===== src/rtl/pce_pkg.sv =====
package pce_pkg;
   localparam int PCE_LOC_W = 6;
   localparam int PCE_DRV_W = 3;
   localparam int PCE_NCH   = 3;   // H1, H3, RG
   localparam int PCE_AW    = 3;
   localparam int PCE_DW    = 2 * PCE_LOC_W + 1 + PCE_DRV_W;

   localparam logic [PCE_AW-1:0] PCE_A_SAMPLE = 3'd3;
   localparam logic [PCE_AW-1:0] PCE_A_AUXDRV = 3'd4;

   typedef logic [PCE_LOC_W-1:0] loc_t;
   typedef logic [PCE_DRV_W-1:0] drv_t;

   typedef struct packed {
      drv_t drv;
      logic pol;
      loc_t fall;
      loc_t rise;
   } edge_cfg_t;

   function automatic loc_t pce_clamp(input loc_t v, input loc_t mx);
      return (v > mx) ? mx : v;
   endfunction
endpackage


===== src/rtl/pce_phase_ctr.sv =====
module pce_phase_ctr
   import pce_pkg::*;
#(
   parameter int TICKS = 48
) (
   input  logic clk,
   input  logic rst_n,
   output loc_t cnt,
   output logic first,
   output logic last
);
   localparam loc_t MAXC = loc_t'(TICKS - 1);

   always_ff @(posedge clk or negedge rst_n) begin
      if (!rst_n)      cnt <= '0;
      else if (last)   cnt <= '0;
      else             cnt <= cnt + loc_t'(1);
   end

   assign first = (cnt == '0);
   assign last  = (cnt == MAXC);


   cnt_range_chk: assert property (@(posedge clk) disable iff (!rst_n) cnt <= MAXC);

   cnt_wrap_chk: assert property (@(posedge clk) disable iff (!rst_n) last |=> (cnt == '0));
endmodule


===== src/rtl/pce_cfg_regs.sv =====
module pce_cfg_regs
   import pce_pkg::*;
#(
   parameter int TICKS = 48
) (
   input  logic                     clk,
   input  logic                     rst_n,
   input  logic                     wr_en,
   input  logic [PCE_AW-1:0]        wr_addr,
   input  logic [PCE_DW-1:0]        wr_data,
   input  logic                     load,
   output edge_cfg_t [PCE_NCH-1:0]  act_edge,
   output loc_t                     act_shp,
   output loc_t                     act_shd,
   output drv_t                     act_h2_drv,
   output drv_t                     act_h4_drv
);
   localparam loc_t MAXL = loc_t'(TICKS - 1);

   edge_cfg_t [PCE_NCH-1:0] pend_edge;
   loc_t pend_shp, pend_shd;
   drv_t pend_h2_drv, pend_h4_drv;
   edge_cfg_t wr_edge;

   always_comb begin
      wr_edge      = edge_cfg_t'(wr_data);
      wr_edge.rise = pce_clamp(wr_edge.rise, MAXL);
      wr_edge.fall = pce_clamp(wr_edge.fall, MAXL);
   end

   for (genvar g = 0; g < PCE_NCH; g++) begin : g_ch
      always_ff @(posedge clk or negedge rst_n) begin
         if (!rst_n) begin
            pend_edge[g] <= '0;
            act_edge[g]  <= '0;
         end else begin
            if (load)
               act_edge[g] <= pend_edge[g];
            if (wr_en && wr_addr == PCE_AW'(g))
               pend_edge[g] <= wr_edge;
         end
      end

      loc_clamp_chk: assert property (@(posedge clk) disable iff (!rst_n)
         (act_edge[g].rise <= MAXL) && (act_edge[g].fall <= MAXL));
   end

   always_ff @(posedge clk or negedge rst_n) begin
      if (!rst_n) begin
         pend_shp <= '0; pend_shd <= '0;
         pend_h2_drv <= '0; pend_h4_drv <= '0;
         act_shp <= '0; act_shd <= '0;
         act_h2_drv <= '0; act_h4_drv <= '0;
      end else begin
         if (load) begin
            act_shp <= pend_shp;
            act_shd <= pend_shd;
            act_h2_drv <= pend_h2_drv;
            act_h4_drv <= pend_h4_drv;
         end
         if (wr_en && wr_addr == PCE_A_SAMPLE) begin
            pend_shp <= pce_clamp(wr_data[PCE_LOC_W-1:0], MAXL);
            pend_shd <= pce_clamp(wr_data[2*PCE_LOC_W-1:PCE_LOC_W], MAXL);
         end
         if (wr_en && wr_addr == PCE_A_AUXDRV) begin
            pend_h2_drv <= wr_data[PCE_DRV_W-1:0];
            pend_h4_drv <= wr_data[2*PCE_DRV_W-1:PCE_DRV_W];
         end
      end
   end


   act_hold_chk: assert property (@(posedge clk) disable iff (!rst_n)
      !load |=> ($stable(act_edge) && $stable(act_shp) && $stable(act_shd)
                 && $stable(act_h2_drv) && $stable(act_h4_drv)));

   strobe_clamp_chk: assert property (@(posedge clk) disable iff (!rst_n)
      (act_shp <= MAXL) && (act_shd <= MAXL));
endmodule


===== src/rtl/pce_edge_unit.sv =====
module pce_edge_unit
   import pce_pkg::*;
(
   input  logic      clk,
   input  logic      rst_n,
   input  loc_t      cnt,
   input  edge_cfg_t cfg,
   output logic      lvl
);
   logic base_q;
   logic base_d;
   logic active;

   assign active = (cfg.rise != cfg.fall);

   always_comb begin
      base_d = base_q;
      if (active && cnt == cfg.rise)      base_d = 1'b1;
      else if (active && cnt == cfg.fall) base_d = 1'b0;
   end

   always_ff @(posedge clk or negedge rst_n) begin
      if (!rst_n) base_q <= 1'b0;
      else        base_q <= base_d;
   end

   assign lvl = base_d ^ cfg.pol;


   equal_hold_chk: assert property (@(posedge clk) disable iff (!rst_n)
      (cfg.rise == cfg.fall) |=> (base_q == $past(base_q)));

   rise_set_chk: assert property (@(posedge clk) disable iff (!rst_n)
      (active && cnt == cfg.rise) |=> base_q);

   fall_clr_chk: assert property (@(posedge clk) disable iff (!rst_n)
      (active && cnt == cfg.fall) |=> !base_q);
endmodule


===== src/rtl/pixclk_edge_gen.sv =====
module pixclk_edge_gen
   import pce_pkg::*;
#(
   parameter int TICKS = 48
) (
   input  logic        clk,
   input  logic        rst_n,
   input  logic        wr_en,
   input  logic [2:0]  wr_addr,
   input  logic [15:0] wr_data,
   output logic        pix_start,
   output logic [3:0]  h_lvl,
   output logic        rg_lvl,
   output logic [4:0]  out_en,
   output logic        shp,
   output logic        shd
);
   if (TICKS < 4 || TICKS > (1 << PCE_LOC_W)) begin : g_bad_ticks
      $error("pixclk_edge_gen: TICKS out of range");
   end
   if (PCE_DW != 16) begin : g_bad_dw
      $error("pixclk_edge_gen: write data width mismatch");
   end

   loc_t cnt;
   logic last;
   edge_cfg_t [PCE_NCH-1:0] act_edge;
   loc_t act_shp, act_shd;
   drv_t act_h2_drv, act_h4_drv;
   logic [PCE_NCH-1:0] ch_lvl;

   pce_phase_ctr #(.TICKS(TICKS)) u_ctr (
      .clk(clk), .rst_n(rst_n), .cnt(cnt), .first(pix_start), .last(last));

   pce_cfg_regs #(.TICKS(TICKS)) u_cfg (
      .clk(clk), .rst_n(rst_n), .wr_en(wr_en), .wr_addr(wr_addr),
      .wr_data(wr_data), .load(last), .act_edge(act_edge),
      .act_shp(act_shp), .act_shd(act_shd),
      .act_h2_drv(act_h2_drv), .act_h4_drv(act_h4_drv));

   for (genvar g = 0; g < PCE_NCH; g++) begin : g_edge
      pce_edge_unit u_eu (
         .clk(clk), .rst_n(rst_n), .cnt(cnt), .cfg(act_edge[g]), .lvl(ch_lvl[g]));
   end

   assign h_lvl  = {~ch_lvl[1], ch_lvl[1], ~ch_lvl[0], ch_lvl[0]};
   assign rg_lvl = ch_lvl[2];
   assign out_en = {act_edge[2].drv != '0, act_h4_drv != '0, act_edge[1].drv != '0,
                    act_h2_drv != '0, act_edge[0].drv != '0};
   assign shp = (cnt == act_shp);
   assign shd = (cnt == act_shd);


   shp_single_chk: assert property (@(posedge clk) disable iff (!rst_n)
      (shp && !last) |=> !shp);

   shd_single_chk: assert property (@(posedge clk) disable iff (!rst_n)
      (shd && !last) |=> !shd);

   pix_start_chk: assert property (@(posedge clk) disable iff (!rst_n)
      pix_start |=> !pix_start);
endmodule


===== config.mk =====
export PLATFORM = sky130hd
export DESIGN_NAME = pixclk_edge_gen
export DESIGN_NICKNAME = d
export VERILOG_FILES = /design/src/rtl/pce_pkg.sv /design/src/rtl/pce_phase_ctr.sv /design/src/rtl/pce_cfg_regs.sv /design/src/rtl/pce_edge_unit.sv /design/src/rtl/pixclk_edge_gen.sv
export SDC_FILE = /design/constraint.sdc
export NUM_CORES = 1
export LEC_CHECK = 0
export CORE_ASPECT_RATIO = 0.5
export CORE_MARGIN = 2
export CORE_UTILIZATION = 54
export DETAILED_ROUTE_END_ITERATION = 12
export PLACE_DENSITY = 0.85
export SLEW_MARGIN = 20
export SYNTH_ARGS = -nofsm -noshare
export SYNTH_HDL_FRONTEND = slang
export SYNTH_SLANG_ARGS = --single-unit

===== constraint.sdc =====
create_clock -name clk -period 2.1 [get_ports clk]
set_input_delay 0.525 -clock clk [delete_from_list [all_inputs] [get_ports clk]]
set_output_delay 0.525 -clock clk [all_outputs]
set_load 0.03 [all_outputs]

==> results.tsv <==
stage	metric	value	unit
outcome	status	finished with violations	
outcome	violations	negative setup slack	
cells_and_area	drive_above_1_share	0.340	
cells_and_area	multi_input_area	2840	um2
synthesis	yosys-top-cells-count	141 x dfrtp_1, 99 x nand2_1, 68 x mux2_2, 42 x o21ai_0, 39 x xor2_1	
synthesis	yosysTopAreaCell	dfrtp_1	
worst_setup_path	critPathMaxFanout	3	
global_route	overflow	0	
global_route	grt_max_degree	44	
synthesis	ys_warn_count	0	
routing	drt-pass1-iter-count	5	
synthesis	synth-edff-count	0	
routing	routed_wl	19600	um
clocking	cts_made_buffers	17	
synthesis	synth.ff_latch_count	141	
global_route	antenna_found_initial	0	
die	initial_core_util	0.558	
synthesis	synth_top_family_by_area	multiplexers	
clocking	cts-root-buf	clkbuf_16	
synthesis	postSynth.asyncResetShare	1.00	
worst_setup_path	worst-setup-path-type	register to output port	
timing	hold_violations	0	
timing	drv_slew	0	
clocking	path_clk_slew	0.06	ns
place	dp_hpwl	10000	um
synthesis	synth_fp_nets	554	
worst_hold_path	worstHoldPathType	primary input to async pin	
global_route	top_usage_layer	met2	
power_and_ir_drop	power_density	1050	nW/um2
place	gp_congestion	0.889	
clocking	hold_buffers	0	
worst_setup_path	cp-start-kind	register	
cells_and_area	nNetsFinal	653	
timing	finalCritPeriodShare	1.35	
global_route	grt_pass1_vias	4713	
clocking	insertion_delay	0.43	ns
clocking	cts_tree	built	
power_and_ir_drop	ir_drop	0.000713	V
routing	routedWlPerCell	24.8	um
timing	whs	0.00915	ns
run	maxCapViolCount	0	
routing	vias	4987	
synthesis	synth-xor-area-share	0.103	
synthesis	synth.avg_cell_area	11.7	um2
global_route	grt_pass1_wl	25500	um
timing	setup_slack	-0.728	ns
synthesis	synth_fa_ha_area_frac	0.00405	
synthesis	seq_area_frac_synth	0.571	
global_route	gr-usage-met2	0.462	
die	floorplan.rows	27	
synthesis	synthesis.area	6180	um2
synthesis	yosys.area.top_type_share	0.571	
routing	drt-vias-per-instance	6.34	
timing	relSlewSlack	0.600	
die	die_height	79.7	um
timing	period_needed	2.83	ns
die	die_w	155	um
timing	setup_viol_count_final	62	
synthesis	synth_ff_type	dfrtp_1	
synthesis	synthSimpleGateAreaFrac	0.104	
place	io_buffers	34	
power_and_ir_drop	leakagePower	3.89	nW
synthesis	post-synth-top-count-cell	dfrtp_1	
routing	route.detailed.drc	0	
clocking	clk_path_buf_depth	2	
global_route	use_met1	0.347	
clocking	clkSinkCount	141	
synthesis	synth_cell_types	33	
cells_and_area	syn2layout_area_growth	33.8	%
die	die_area	12400	um2
routing	ant_nets	0	
global_route	grt_usage	0.280	
worst_setup_path	crit_required	1.57	ns
clocking	h-tree-depth	4	
die	ioPinCount	35	
timing	fmax	354	MHz
timing	setup_tns	-8.59	ns
synthesis	synth-compound-area-share	0.0540	
timing	finClkSkew	0.0103	ns
timing	worstMarginPinSlew	0.601	ns
routing	drt_iter0_drc	734	
cells_and_area	nFillCells	586	
worst_setup_path	crit_arrival	2.30	ns
die	core_area	11100	um2
synthesis	synth_area_leaders	dfrtp_1 57%, mux2_2 12%, nand2_1 6.0%	
timing	rsz0062_at_grt	true	
global_route	gr-usage-met3	0.0765	
synthesis	synthMuxAreaShare	0.137	
cells_and_area	seq_area	3530	um2
synthesis	synthCells	530	
worst_setup_path	crit_path_end_kind	output port	
-- path summary, 6_finish.rpt --
path	startpoint	end	slack, ns	depth (start not counted)
max	u_cfg.act_edge[38]	rg_lvl	-0.73	6
min	rst_n	u_cfg.pend_h4_drv[0]	0.009	1
max reg2reg	u_ctr.cnt[0]	u_cfg.act_edge[46]	-0.13	9
min reg2reg	u_cfg.pend_edge[46]	u_cfg.pend_edge[46]	0.47	2
max in group asynchronous	rst_n	u_cfg.act_shp[4]	1.51	2
min in group clk	u_cfg.pend_edge[46]	u_cfg.pend_edge[46]	0.47	2
-- cell families (layout without fill, tap and decap cells) --
| logic type | count (synthesis) | after routing |
|---|---|---|
| AND/OR/NAND/NOR | 147 | 147 |
| flip-flops | 141 | 141 |
| multiplexers | 75 | 75 |
| XOR/XNOR | 73 | 73 |
| AO/OA/AOI/OAI | 58 | 58 |
| buffers and inverters | 34 | 145 |
| adder cells (fa/ha/maj) | 2 | 2 |
| other | 0 | 1 |
-- flip-flops by register name (all words and copies together), names as in the netlist --
name	flops
u_cfg.act_shd	6
u_cfg.pend_h2_drv	3
u_cfg.pend_h4_drv	3
g_edge.u_eu.base_q	3
u_cfg.act_h2_drv	3
u_ctr.cnt	6
u_cfg.pend_shd	6
u_cfg.act_h4_drv	3
u_cfg.act_edge	48
u_cfg.act_shp	6
u_cfg.pend_edge	48
u_cfg.pend_shp	6
-- layout make-up --
class / count / share of cell area
flip-flops and latches: 141 / 0.427
multi-input cells: 355 / 0.343
repair buffers: 110 / 0.132
clock buffers: 20 / 0.0540
well taps: 145 / 0.0219
clock inverters: 11 / 0.0201
inverters: 4 / 0.00181
diodes: 1 / 0.000302
-- layer usage --
layer | up-vias | share of wire
met5 | - | 0
met4 | 0 | 0.053
met3 | 120 | 0.10
met2 | 398 | 0.46
met1 | 2498 | 0.38
li1 | 1971 | -
-- repair_timing --
| action | in CTS | in global routing |
|---|---|---|
| setup endpoints to repair | 75 | 73 |
| hold endpoints to repair | 0 | 0 |
| pin swaps | 24 | 19 |
| setup buffers | 4 | 21 |
| resized for setup | 21 | 78 |
-- stage by stage --
stage / std cells / cell area, um2 / utilization / total power [mW] / setup WS [ns]
floorplan: 530 / 6230 / - / 4.50 / -0.0913
global placement: 735 / 7140 / 0.645 / 4.97 / -0.232
detailed placement: 735 / 7140 / 0.645 / 5.09 / -0.297
CTS: 769 / 7830 / 0.706 / 8.32 / -0.626
global route: 786 / 8270 / 0.747 / 8.99 / -0.815
finish: 787 / 8280 / 0.747 / 8.73 / -0.728
-- where the power goes --
| group | internal, mW | switching (mW) |
|---|---|---|
| sequential | 3.22 | 0.494 |
| clock | 2.01 | 1.22 |
| combinational | 0.885 | 0.894 |
| total | 6.12 | 2.61 |
-- worst max-delay path: stages, from the launching register on --
cell and delay [ns]:
dfrtp_1 0.47, xnor2_1 0.33, nand4_1 0.22, o211ai_1 0.32, o2bb2ai_4 0.19, xor2_4 0.18, buf_6 0.15
-- cells in the final DEF, fill, tap and decap left out, drive strengths merged --
master,instances
a21oi,8
a22o,1
a2bb2oi,2
and2,1
and3,2
and3b,1
buf,85
bufinv,4
clkbuf,22
clkdlybuf4s15,1
clkdlybuf4s50,20
clkinv,3
clkinvlp,3
dfrtp,141
diode,1
dlygate4sd2,2
ha,2
inv,5
mux2,75
nand2,99
nand2b,2
nand3,6
nand3b,1
nand4,6
nor2,12
nor2b,2
nor3,2
nor3b,1
nor4,6
o211ai,4
o21ai,42
o2bb2ai,1
or2,1
or3,5
xnor2,34
xor2,39
Note: power is estimated with default switching activity, not from simulation.
